<file path="config.mk">
export PLATFORM = sky130hd
export DESIGN_NAME = flash_cmd_driver
export DESIGN_NICKNAME = d
export VERILOG_FILES = /design/src/rtl/flash_drv_pkg.sv /design/src/rtl/flash_seq_table.sv /design/src/rtl/flash_bus_cycle.sv /design/src/rtl/flash_toggle_judge.sv /design/src/rtl/flash_cmd_driver.sv
export SDC_FILE = /design/constraint.sdc
export NUM_CORES = 1
export LEC_CHECK = 0
export BUFFER_PORTS_ARGS = -buffer_cell sky130_fd_sc_hd__buf_2
export CORE_UTILIZATION = 45
export CTS_CLUSTER_DIAMETER = 50
export DETAILED_ROUTE_END_ITERATION = 12
export GPL_ROUTABILITY_DRIVEN = 0
export PLACE_DENSITY = 0.69
export SETUP_SLACK_MARGIN = 0.1
export SLEW_MARGIN = 20
export SYNTH_ARGS = -nofsm -noshare
export SYNTH_HDL_FRONTEND = slang
export SYNTH_SLANG_ARGS = --single-unit
</file>
<file path="constraint.sdc">
create_clock -name clk -period 1.9 [get_ports clk]
set_clock_uncertainty 0.15 [all_clocks]
set_input_delay 0.38 -clock clk [delete_from_list [all_inputs] [get_ports clk]]
set_output_delay 0.38 -clock clk [all_outputs]
set_load 0.02 [all_outputs]
</file>
<file path="src/rtl/flash_drv_pkg.sv">
package flash_drv_pkg;
   typedef enum logic [1:0] {OP_PROG = 2'd0, OP_CHIP = 2'd1, OP_BLOCK = 2'd2, OP_NONE = 2'd3} fop_e;
   typedef enum logic [1:0] {V_CONT, V_OK, V_FAIL} verdict_e;
   typedef enum logic [2:0] {PH_IDLE, PH_SETUP, PH_STROBE, PH_HOLD, PH_READ} phase_e;

   localparam logic [15:0] UNL_ADDR_A = 16'h5555;
   localparam logic [15:0] UNL_ADDR_B = 16'h2AAA;
   localparam logic [7:0]  CODE_KEY1  = 8'hAA;
   localparam logic [7:0]  CODE_KEY2  = 8'h55;
   localparam logic [7:0]  CODE_PROG  = 8'hA0;
   localparam logic [7:0]  CODE_ERSU  = 8'h80;
   localparam logic [7:0]  CODE_CHIP  = 8'h10;
   localparam logic [7:0]  CODE_BLK   = 8'h30;
   localparam logic [7:0]  CODE_RARR  = 8'hF0;
   localparam int          TOG_BIT    = 6;
   localparam int          FAIL_BIT   = 5;
endpackage

</file>
<file path="src/rtl/flash_seq_table.sv">
module flash_seq_table
   import flash_drv_pkg::*;
#(
   parameter int ADDR_W = 19
) (
   input  fop_e              op,
   input  logic [2:0]        step,
   input  logic [ADDR_W-1:0] tgt_addr,
   input  logic [7:0]        tgt_data,
   output logic [ADDR_W-1:0] wr_addr,
   output logic [7:0]        wr_data,
   output logic              last
);
   localparam logic [ADDR_W-1:0] ADR_A = ADDR_W'(UNL_ADDR_A);
   localparam logic [ADDR_W-1:0] ADR_B = ADDR_W'(UNL_ADDR_B);
   localparam logic [2:0] PROG_LAST  = 3'd3;
   localparam logic [2:0] ERASE_LAST = 3'd5;

   always_comb begin
      wr_addr = ADR_A;
      wr_data = CODE_KEY1;
      case (step)
         3'd1, 3'd4: begin
            wr_addr = ADR_B;
            wr_data = CODE_KEY2;
         end
         3'd2: wr_data = (op == OP_PROG) ? CODE_PROG : CODE_ERSU;
         3'd3: if (op == OP_PROG) begin
            wr_addr = tgt_addr;
            wr_data = tgt_data;
         end
         3'd5: if (op == OP_BLOCK) begin
            wr_addr = tgt_addr;
            wr_data = CODE_BLK;
         end else begin
            wr_data = CODE_CHIP;
         end
         default: ;
      endcase
      last = (op == OP_PROG) ? (step == PROG_LAST) : (step == ERASE_LAST);
   end
endmodule

</file>
<file path="src/rtl/flash_bus_cycle.sv">
module flash_bus_cycle
   import flash_drv_pkg::*;
#(
   parameter int ADDR_W = 19
) (
   input  logic              clk,
   input  logic              rst_n,
   input  logic              start,
   input  logic              is_read,
   input  logic [ADDR_W-1:0] addr,
   input  logic [7:0]        data,
   output logic              idle,
   output logic              ack,
   output logic [ADDR_W-1:0] fl_addr,
   output logic [7:0]        fl_dout,
   output logic              fl_wr,
   output logic              fl_rd
);
   phase_e            phase;
   logic [ADDR_W-1:0] a_r;
   logic [7:0]        d_r;

   always_ff @(posedge clk) begin
      if (!rst_n) begin
         phase <= PH_IDLE;
         a_r   <= '0;
         d_r   <= '0;
      end else begin
         case (phase)
            PH_IDLE: if (start) begin
               a_r   <= addr;
               d_r   <= data;
               phase <= is_read ? PH_READ : PH_SETUP;
            end
            PH_SETUP:  phase <= PH_STROBE;
            PH_STROBE: phase <= PH_HOLD;
            default:   phase <= PH_IDLE;
         endcase
      end
   end

   assign idle    = (phase == PH_IDLE);
   assign ack     = (phase == PH_HOLD) || (phase == PH_READ);
   assign fl_addr = a_r;
   assign fl_dout = d_r;
   assign fl_wr   = (phase == PH_STROBE);
   assign fl_rd   = (phase == PH_READ);


   strobe_excl_chk: assert property (@(posedge clk) disable iff (!rst_n) !(fl_wr && fl_rd));

   wr_setup_chk: assert property (@(posedge clk) disable iff (!rst_n)
      fl_wr |-> ($stable(fl_addr) && $stable(fl_dout)));

   wr_hold_chk: assert property (@(posedge clk) disable iff (!rst_n)
      $fell(fl_wr) |-> ($stable(fl_addr) && $stable(fl_dout)));
endmodule

</file>
<file path="src/rtl/flash_toggle_judge.sv">
module flash_toggle_judge
   import flash_drv_pkg::*;
(
   input  logic     first,
   input  logic     prev_tog,
   input  logic     cur_tog,
   input  logic     cur_fail,
   input  logic     recheck,
   output verdict_e verdict,
   output logic     set_recheck
);
   always_comb begin
      verdict     = V_CONT;
      set_recheck = 1'b0;
      if (!first) begin
         if (cur_tog == prev_tog)  verdict = V_OK;
         else if (recheck)         verdict = V_FAIL;
         else                      set_recheck = cur_fail;
      end
   end
endmodule

</file>
<file path="src/rtl/flash_cmd_driver.sv">
module flash_cmd_driver
   import flash_drv_pkg::*;
#(
   parameter int ADDR_W       = 19,
   parameter int MAX_POLLS    = 1024,
   parameter int RST_WAIT_CYC = 625
) (
   input  logic              clk,
   input  logic              rst_n,
   input  logic              req_valid,
   input  logic [1:0]        req_op,
   input  logic [ADDR_W-1:0] req_addr,
   input  logic [7:0]        req_data,
   output logic              busy,
   output logic              done,
   output logic              error,
   output logic [ADDR_W-1:0] fl_addr,
   output logic [7:0]        fl_dout,
   input  logic [7:0]        fl_din,
   output logic              fl_wr,
   output logic              fl_rd
);
   localparam int PW     = $clog2(MAX_POLLS + 1);
   localparam int WAIT_W = (RST_WAIT_CYC > 1) ? $clog2(RST_WAIT_CYC) : 1;
   localparam logic [ADDR_W-1:0] ADR_A = ADDR_W'(UNL_ADDR_A);

   generate
      if (ADDR_W < 16 || MAX_POLLS < 2 || RST_WAIT_CYC < 0) begin : g_bad_cfg
         $error("flash_cmd_driver: parameter out of range");
      end
   endgenerate

   typedef enum logic [2:0] {S_IDLE, S_CMD, S_POLL, S_RST, S_WAIT, S_FIN} st_e;
   st_e               state;
   fop_e              op_q;
   logic [ADDR_W-1:0] addr_q;
   logic [7:0]        data_q;
   logic [2:0]        step_q;
   logic              first_q, prev_q, recheck_q, err_q;
   logic [PW-1:0]     polls_q, polls_n;

   logic [ADDR_W-1:0] seq_addr, l_addr;
   logic [7:0]        seq_data, l_data;
   logic              seq_last, launch, bus_idle, bus_ack, wait_done, set_rc, timeout;
   verdict_e          verdict;
   wire               unused_din = ^{fl_din[7], fl_din[4:0]};

   flash_seq_table #(.ADDR_W(ADDR_W)) u_table (
      .op(op_q), .step(step_q), .tgt_addr(addr_q), .tgt_data(data_q),
      .wr_addr(seq_addr), .wr_data(seq_data), .last(seq_last));

   always_comb begin
      launch = bus_idle && (state == S_CMD || state == S_POLL || state == S_RST);
      l_addr = (state == S_CMD) ? seq_addr : (state == S_RST) ? ADR_A : addr_q;
      l_data = (state == S_CMD) ? seq_data : CODE_RARR;
   end

   flash_bus_cycle #(.ADDR_W(ADDR_W)) u_bus (
      .clk(clk), .rst_n(rst_n), .start(launch), .is_read(state == S_POLL),
      .addr(l_addr), .data(l_data), .idle(bus_idle), .ack(bus_ack),
      .fl_addr(fl_addr), .fl_dout(fl_dout), .fl_wr(fl_wr), .fl_rd(fl_rd));

   flash_toggle_judge u_judge (
      .first(first_q), .prev_tog(prev_q), .cur_tog(fl_din[TOG_BIT]),
      .cur_fail(fl_din[FAIL_BIT]), .recheck(recheck_q),
      .verdict(verdict), .set_recheck(set_rc));

   assign polls_n = polls_q + 1'b1;
   assign timeout = (polls_n == PW'(MAX_POLLS));

   generate
      if (RST_WAIT_CYC > 0) begin : g_wait
         logic [WAIT_W-1:0] wcnt;
         always_ff @(posedge clk) begin
            if (!rst_n || state != S_WAIT) wcnt <= '0;
            else                           wcnt <= wcnt + 1'b1;
         end
         assign wait_done = (wcnt == WAIT_W'(RST_WAIT_CYC - 1));
      end else begin : g_nowait
         assign wait_done = 1'b1;
      end
   endgenerate

   always_ff @(posedge clk) begin
      if (!rst_n) begin
         state     <= S_IDLE;
         op_q      <= OP_PROG;
         addr_q    <= '0;
         data_q    <= '0;
         step_q    <= '0;
         first_q   <= 1'b1;
         prev_q    <= 1'b0;
         recheck_q <= 1'b0;
         err_q     <= 1'b0;
         polls_q   <= '0;
      end else begin
         case (state)
            S_IDLE: if (req_valid && fop_e'(req_op) != OP_NONE) begin
               op_q   <= fop_e'(req_op);
               addr_q <= req_addr;
               data_q <= req_data;
               step_q <= '0;
               err_q  <= 1'b0;
               state  <= S_CMD;
            end
            S_CMD: if (bus_ack) begin
               if (seq_last) begin
                  state     <= S_POLL;
                  first_q   <= 1'b1;
                  recheck_q <= 1'b0;
                  polls_q   <= '0;
               end else begin
                  step_q <= step_q + 1'b1;
               end
            end
            S_POLL: if (bus_ack) begin
               polls_q <= polls_n;
               prev_q  <= fl_din[TOG_BIT];
               first_q <= 1'b0;
               if (verdict == V_OK) begin
                  state <= S_FIN;
               end else if (verdict == V_FAIL || timeout) begin
                  err_q <= 1'b1;
                  state <= S_RST;
               end else begin
                  recheck_q <= recheck_q | set_rc;
               end
            end
            S_RST: if (bus_ack) begin
               state <= (op_q != OP_PROG && RST_WAIT_CYC > 0) ? S_WAIT : S_FIN;
            end
            S_WAIT: if (wait_done) state <= S_FIN;
            default: state <= S_IDLE;
         endcase
      end
   end

   assign busy  = (state != S_IDLE);
   assign done  = (state == S_FIN);
   assign error = done && err_q;


   done_pulse_chk: assert property (@(posedge clk) disable iff (!rst_n) done |=> (!done && !busy));

   ok_after_read_chk: assert property (@(posedge clk) disable iff (!rst_n) (done && !error) |-> $past(fl_rd));

   poll_bound_chk: assert property (@(posedge clk) disable iff (!rst_n) polls_q <= PW'(MAX_POLLS));

   idle_quiet_chk: assert property (@(posedge clk) disable iff (!rst_n)
      (state == S_IDLE && $past(state) == S_IDLE) |-> (!fl_wr && !fl_rd));
endmodule

</file>
==> results by stage, run 1 <==
Synthesis:
- After Yosys synthesis, and, or, nand and nor cells account for 25.7% of the synthesized area.
- Counting every instance in the synthesized netlist gives 504.
- The fraction of registers with async set or reset after synthesis is 0%.
- The cell area that synthesis handed to floorplanning was 4040 um^2.
- Yosys attributes the largest share of cell area to sky130_fd_sc_hd__dfxtp_1 (45%), sky130_fd_sc_hd__a21oi_1 (8.3%), sky130_fd_sc_hd__nand2_1 (7.8%).
- The most instantiated flip-flop cell in the synthesis netlist is sky130_fd_sc_hd__dfxtp_1.
- The number of synthesized register bits is 90.
- The top cell type by area accounts for 44.6% of the synthesized area.
- Measured against the total synthesized area, the mux share comes to 0.495%.
- Synthesis produced a netlist with a net count of 552.
- The synthesis warning total is 0.
- The share of the Yosys chip area taken by registers is 44.6%.
- The fraction of the mapped netlist area in compound gates is 20.7%.
- In this run the mean area of a mapped cell was 8.02 um^2.
- By area, the combinational part of the netlist is dominated by simple AND/OR/NAND/NOR gates.
- Of the total synthesized cell area, the portion taken by full adders, half adders and majority gates is 2.48%.
- The leading area contributor after synthesis is sky130_fd_sc_hd__dfxtp_1.
- The number of distinct library cells after synthesis is 62.
- Counting flops with a built-in enable in the synthesized netlist gives 0.
- The fraction of synthesized cell area in xor and xnor cells is 2.17%.

Worst setup path:
- The slowest library cell on the worst path is sky130_fd_sc_hd__or3b_4.
- The critical setup path kind is register to register.
- The cell occurring most often along the worst timing path is sky130_fd_sc_hd__ha_4.
- The critical path contains buffers and inverters numbering 0 combined.
- In this design, the stage delay of the slowest critical-path cell is 400 ps.
- The critical path data arrival time is 2090 ps.
- The cell family with the largest share of critical-path delay is simple AND/OR/NAND/NOR gates.
- STA classifies the critical path endpoint as a register.
- The highest net fanout along the worst path is 5.
- The data required time of the critical path is 2020 ps.
- The critical path goes through ha_4 -> ha_4 -> or3b_4 -> o21ai_4 -> nor2_1 -> or3_1 -> and4b_1.
- The worst setup path is launched from a register.

Global route:
- The global-route wire length before repair is 18000 um.
- The number of global-route vias before repair is 3754.
- The overall fraction of global-route tracks in use is 23.6%.
- The overflow left after global routing is 0.
- The initial antenna violation count is 0.
- Entering global routing, the biggest net connects 30 pins.

Detailed routing:
- The wire length per cell is 15.5 um.
- For this block, the initial DRC count from the detailed router was 207.
- The via density per instance is 5.56.
- The detail route stage leaves a number of antenna-violating nets equal to 0.
- The pre-antenna-repair detailed-routing pass consisted of 4 iterations.
- The detailed-route DRC error count is 0.
- The routed wire length is 11300 um.
- The total number of vias is 4067.

Finish:
- The top cell types in the final layout, fill and taps aside, are sky130_fd_sc_hd__nand2_1 (82), sky130_fd_sc_hd__dfxtp_1 (77), sky130_fd_sc_hd__buf_2 (63).
- From synthesis to final layout, the design area changed by 35.8%.
- In the final layout, the share of cells above drive strength 1 is 37.2%.
- The count of filler cells inserted in the layout is 727.
- The number of antenna diodes in the final layout is 0.
- The net count of the finished layout is 667.
- The most common cell after layout, fill and taps aside is sky130_fd_sc_hd__nand2_1.

Clock tree:
- The root cell of the clock tree is sky130_fd_sc_hd__clkbuf_8.
- The maximum number of buffers from clock root to sink is 2.
- The count of hold buffers inserted by post-cts repair is 0.
- The H-tree was split into 3 levels.
- The clock slew at the register clock pins of the worst setup and hold paths is 100 ps.
- The count of clock tree sinks is 90.
- TritonCTS built the clock tree.
- Clock latency on the worst-skew pair, taken at its later pin, is 380 ps.
- TritonCTS created 9 clock buffers.

Timing:
- The time the worst path needs with I/O delays and setup is 1970 ps.
- Setup violations remaining at the end of the flow were counted as 25.
- The worst-case headroom to the max-slew limit is 71.1%.
- Setup repair after global routing could not meet its margin everywhere.
- The fmax is 508 MHz.
- The pin slew with the least headroom to its limit is 433 ps.
- The total count of hold-check failures in the final report is 0.
- The final critical path takes up 104% of the cycle.
- In the final timing run, aggregate negative setup slack is -892 ps.
- The post-layout worst setup margin is -68.5 ps.
- The final count of pins violating max slew is 0.

Pwr:
- The analysis attributes to cell leakage a power of 2.20 nW.
- The power per cell area is 718 nW/um^2.
- VDD sags by at most 497 uV.

Floorplanning:
- The die footprint is 9370 um^2.
- Measured along the x axis, the die boundary spans 96.8 um.
- The initial utilization of the core area, before any placement, comes to 46.4%.
- The count of standard-cell rows is 34.
- During I/O placement, the number of pins put on the boundary was 72.
- After floorplanning, the core was sized to cover 8720 um^2.
- The die is 96.8 um tall.

Run:
- Across the run, the number of max-cap violations was 0.

Run status:
- The checks that failed: negative setup slack.
- The flow ran to the end, but the final reports show violations.

Placed design:
- OpenSTA, run right after detailed placement, puts the worst setup slack at -65.4 ps.
- The post-detailed-placement half-perimeter wirelength is 7260 um.
- The number of port buffers is 65.

Worst hold path:
- The worst min-delay path category is primary input to register.
-- worst register-to-register path, stage by stage (launching register included) --
cell and delay (ps):
sky130_fd_sc_hd__dfxtp_4 390, sky130_fd_sc_hd__ha_4 140, sky130_fd_sc_hd__ha_4 130, sky130_fd_sc_hd__or3b_4 400
sky130_fd_sc_hd__o21ai_4 120, sky130_fd_sc_hd__nor2_1 60, sky130_fd_sc_hd__or3_1 300, sky130_fd_sc_hd__and4b_1 180
-- path summary, 6_finish.rpt --
check,endpoint,slack (ps),startpoint,cells after the start
worst max-delay path,state[0],-70,step_q[0],7
worst min-delay path,addr_q[9],80,req_addr[9],3
worst max register to register,state[0],-70,step_q[0],7
worst min register to register,u_bus.fl_addr[10],300,u_bus.fl_addr[10],2
-- Yosys cell counts (4+ instances only) --
library cell / instances
sky130_fd_sc_hd__buf_2: 7
sky130_fd_sc_hd__a21oi_1: 67
sky130_fd_sc_hd__xnor2_1: 6
sky130_fd_sc_hd__a31oi_1: 6
sky130_fd_sc_hd__nor2b_1: 6
sky130_fd_sc_hd__nand2_1: 84
sky130_fd_sc_hd__nand3_1: 22
sky130_fd_sc_hd__xor2_1: 4
sky130_fd_sc_hd__nor2_1: 49
sky130_fd_sc_hd__nor3_1: 8
sky130_fd_sc_hd__and2_1: 7
sky130_fd_sc_hd__inv_1: 8
sky130_fd_sc_hd__nand4_1: 5
sky130_fd_sc_hd__o21ai_0: 27
sky130_fd_sc_hd__or3_1: 6
sky130_fd_sc_hd__clkbuf_1: 18
sky130_fd_sc_hd__nand2b_1: 4
sky130_fd_sc_hd__ha_1: 8
sky130_fd_sc_hd__o21ai_1: 6
sky130_fd_sc_hd__nor4_1: 4
sky130_fd_sc_hd__dfxtp_1: 90
-- logic make-up (layout without fill, tap and decap cells) --
family                     Yosys count  in the layout
muxes                                2              2
adders and majority gates            8              8
xor gates and xnor gates            10             10
DFF                                 90             90
buffers and inverters               37            157
and+or+nand+nor                    218            218
AOI/OAI and AO/OA                  139            139
-- through the flow --
stage                     cell area, um^2  utilization (%)  power, mW  std cells  hold slack [ps]
after floorplan                      4090                -       2.39        504              279
after global placement               4770             54.7       2.60        695              285
after CTS                            5260             60.3       3.92        719             80.4
after detailed placement             4770             54.7       2.62        695              295
after global routing                 5490             63.0       4.10        732             80.6
final                                5490             63.0       3.94        732             82.1
-- routing by layer --
| metal | vias to the layer above | part of all wire (%) | global-route usage [%] |
|---|---|---|---|
| met5 | - | 0 | 0 |
| met4 | 0 | 1.8 | 9.18 |
| met3 | 26 | 4.4 | 4.84 |
| met2 | 109 | 48 | 37.4 |
| met1 | 1938 | 46 | 31.5 |
| li1 | 1994 | - | - |
-- flip-flops by register name, indices dropped and copies added, names as in the netlist --
signal,cells
u_bus.phase,3
recheck_q,1
polls_q,11
u_bus.fl_dout,8
op_q,2
err_q,1
g_wait.wcnt,10
first_q,1
state,3
prev_q,1
data_q,8
step_q,3
addr_q,19
u_bus.fl_addr,19
-- final cells by class --
class | instances | area [um^2] | area share (%)
Timing Repair Buffer | 132 | 891 | 16.2
Inverter | 9 | 33.8 | 0.615
Tap cell | 108 | 135 | 2.46
Clock buffer | 9 | 124 | 2.26
Clock inverter | 7 | 66.3 | 1.21
Sequential cell | 90 | 1840 | 33.5
Multi-Input combinational cell | 377 | 2400 | 43.7
-- timing repair --
item	CTS	global route
endpoints found under the setup margin	51	81
pin swaps	13	18
gates cloned	1	2
resized for setup	66	40
setup buffers	7	13
-- power breakdown --
group | internal (mW) | leakage, nW | switching (mW) | total (mW)
logic | 0.271 | 1.36 | 0.377 | 0.648
clock network | 0.509 | 0.0982 | 0.757 | 1.27
registers | 1.97 | 0.741 | 0.0606 | 2.03
total | 2.75 | 2.20 | 1.19 | 3.94
(Power assumes the default switching activity.)
==> run 2: changes to the inputs <==
GPL_TIMING_DRIVEN = 1   (was unset)
MAX_ROUTING_LAYER = met4   (was unset)
PLACE_DENSITY = 0.67   (was 0.69)
clock period = 2.2 ns   (was 1.9 ns; I/O delays follow)
==> results by stage, run 2 (synthesis gave the netlist of run 1 again) <==
Timing:
- The final count of pins violating max slew is 0 (unchanged).
- The pin slew with the least headroom to its limit was 486 ps (+52.9 ps).
- The total setup violations reported at the end of the flow is 0 (-100%).
- Setup repair after global routing could not meet its margin everywhere.
- The total count of hold-check failures in the final report is 0 (unchanged).
- The post-layout worst setup margin is 170 ps (+238 ps).
- Static timing analysis puts the maximum clock frequency at 493 MHz.
- The setup TNS is 0 ps (+892 ps).
- The time the worst path needs with I/O delays and setup is 2030 ps.
- The worst-case headroom to the max-slew limit is 67.4% (-3.7 points).
- In the finished design, the share of the clock period the worst path needs comes to 92.3%.

Worst setup path:
- The critical path is of the register to output pin type.
- Among cell families on the critical path, the largest total delay comes from flip-flops.
- The cell depth of the worst setup path was 3 (-4).
- STA classifies the critical path endpoint as an output pin.
- The number of cell instances on the worst register-to-register path is 7 (unchanged).
- The worst reg2reg path endpoint is polls_q[8].
- The data required time of the critical path is 1610 ps (-410 ps).
- The setup slack of the most critical reg-to-reg path was 180 ps (+250 ps).
- The critical path data arrival time is 1440 ps (-650 ps).
- The highest net fanout along the worst path was 8 (+3).
- On the critical path, the stage with the largest delay is an instance of sky130_fd_sc_hd__dfxtp_2.
- The combined buffer and inverter count along the critical path is 2 (+2).
- The startpoint identified for the worst register-to-register timing path is step_q[0].
- The delay of the slowest cell on the worst path is 370 ps (-30 ps).
- The signal on the critical path passes through buf_4 -> or3_4 -> buf_2.
- The worst setup path is launched from a register.

Detailed routing:
- The wire length per cell is 14.0 um (-9.4%).
- The total number of vias was 3738 (-8.1%).
- The count of routing violations after the opening detailed-route iteration came to 165 (-20%).
- The remaining number of nets flagged by the antenna check after routing is 0 (unchanged).
- The total iterations of the first detailed-routing run is 4 (unchanged).
- The via density per instance was 5.40 (-2.8%).
- The routed wire length is 9710 um (-14%).
- The detailed-route DRC error count came to 0 (unchanged).

Worst hold path:
- In this run the most critical hold path is launched from req_addr[13].
- The worst min-delay path category is primary input to register.
- The worst hold path cell count is 3 (unchanged).
- The worst min-delay path endpoint is addr_q[13].

Finish:
- The library cells used most frequently in the layout, excluding fill and tap cells, are sky130_fd_sc_hd__dfxtp_1 (86), sky130_fd_sc_hd__nand2_1 (84), sky130_fd_sc_hd__a21oi_1 (67).
- The combined area of the multi-input logic cells came to 2140 um^2 (-11%).
- The number of diodes added for antenna fixing is 0 (unchanged).
- The count of filler cells inserted in the layout came to 831 (+14%).
- Leaving out fill and tap cells, the most frequent cell in the layout is sky130_fd_sc_hd__dfxtp_1.
- The net count of the finished layout is 627 (-6.0%).
- The fraction of final layout cells with drive strength greater than 1 is 22.1% (-15 points).
- The final instance count without filler cells is 692 (-5.5%).
- The synthesis-to-layout area growth is 20.2%.
- The sequential cell area in the final layout is 1810 um^2 (-1.6%).

Global route:
- The initial antenna violation count was 0 (unchanged).
- The number of global-route vias before repair was 3468 (-7.6%).
- The overflow left after global routing came to 0 (unchanged).
- The global-route wire length before repair is 16200 um (-10%).
- The overall fraction of global-route tracks in use is 21.6% (-1.9 points).
- The pin count of the biggest net entering global routing is 30 (unchanged).

Placed design:
- The number of port buffers came to 65 (unchanged).
- The post-detailed-placement half-perimeter wirelength was 6820 um (-6.1%).
- The number of placed instances with taps included is 674 (-3.0%).
- The worst setup slack before clock tree synthesis came to 48.1 ps (+113 ps).

Floorplanning:
- The I/O pin total came to 72 (unchanged).
- The initial core utilization is 46.4% (unchanged).
- The die span in x is 96.8 um (unchanged).
- The area of the core is 8720 um^2 (unchanged).
- The count of standard-cell rows is 34 (unchanged).
- The overall die height is 96.8 um (unchanged).
- The die footprint was 9370 um^2 (unchanged).

Clock tree:
- TritonCTS built the clock tree.
- The maximum number of buffers from clock root to sink came to 2 (unchanged).
- The count of clock tree sinks is 90 (unchanged).
- The root buffer cell chosen for the clock tree is sky130_fd_sc_hd__clkbuf_8.
- The count of hold buffers inserted by post-cts repair came to 0 (unchanged).
- The clock latency at the later pin of the worst-skew pair is 370 ps (about the same).
- The clock slew at the register clock pins of the worst setup and hold paths is 100 ps (about the same).
- The level count of the clock H-tree came to 3 (unchanged).
- The number of CTS-inserted buffers is 9 (unchanged).

Run:
- The number of maximum-capacitance constraint violations was 0 (unchanged).

Pwr:
- The power after layout is 3.37 mW (-15%).
- The part of the power in registers came to 52.1% (+0.6 points).
- The total net switching power is 0.930 mW (-22%).
- The proportion of total power due to net switching came to 27.6% (-2.7 points).
- The internal power component is 2.44 mW (-11%).
- The part of the power in combinational logic is 13.4% (-3.0 points).
- The share of total power in the clock network came to 34.5% (+2.4 points).
- The static leakage power was 1.94 nW (-12%).
- The maximum ir drop on the vdd rail is 435 uV (-13%).
- The power per cell area was 693 nW/um^2 (-3.4%).

Run status:
- The run finished with clean final reports.
## run 2: cell count changes in the layout (fill, tap and decap cells not counted), sizes merged
cell      before  now
buf          132   92
clkinvlp       0    2
clkinv         4    2
bufinv         0    1
clkbuf         9   11
inv           12    9
## run 2: worst max-delay path by stage
stage	start	to	slack (ps)
2_1_floorplan	step_q[0]	state[0]	240
3_3_place_gp	step_q[0]	polls_q[7]	80
3_5_place_dp	step_q[0]	polls_q[10]	50
4_1_cts	state[0]	error	50
5_1_grt	step_q[1]	polls_q[8]	80
6_report	state[1]	busy	170
## run 2: what timing repair did
action,in CTS,in global routing
pin swaps,1,3
gates resized for setup,2,16
buffers inserted,1,1
endpoints found under the setup margin,12,20
## run 2: tightest hold or removal path, stage by stage
cell	delay [ps]
sky130_fd_sc_hd__buf_2	100
sky130_fd_sc_hd__nand2_1	40
sky130_fd_sc_hd__a21oi_1	50
## run 2: cell type report
cell class,count,share of cell area [%]
tap,108,2.78
multi-input combinational,377,43.9
clock buffer,11,2.91
timing repair buffer,92,11.1
sequential,90,37.3
inverter,9,0.695
clock inverter,5,1.29
## run 2: routing by layer
metal  track usage, %  vias up  routed length (um)
met5                -        -                   0
met4             6.43        0                 133
met3             4.41       11                 355
met2             34.5       80                4450
met1             27.8     1738                4770
li1                 -     1909                   -
## run 2: stage by stage
stage / utilization [%] / instance area (um^2) / hold slack (ps)
finish: 55.7 / 4860 / 152
CTS: 55.0 / 4800 / 146
global route: 55.7 / 4860 / 144
detailed placement: 52.6 / 4590 / 290
floorplan: - / 4040 / 283
global placement: 52.6 / 4590 / 283
## run 2: power by group through the flow
stage	sequential, mW	combinational [mW]	clock (mW)
floorplan	1.83	0.233	0
global placement	1.79	0.440	0
detailed placement	1.79	0.446	0
CTS	1.76	0.447	1.18
global route	1.77	0.496	1.25
finish	1.76	0.453	1.16
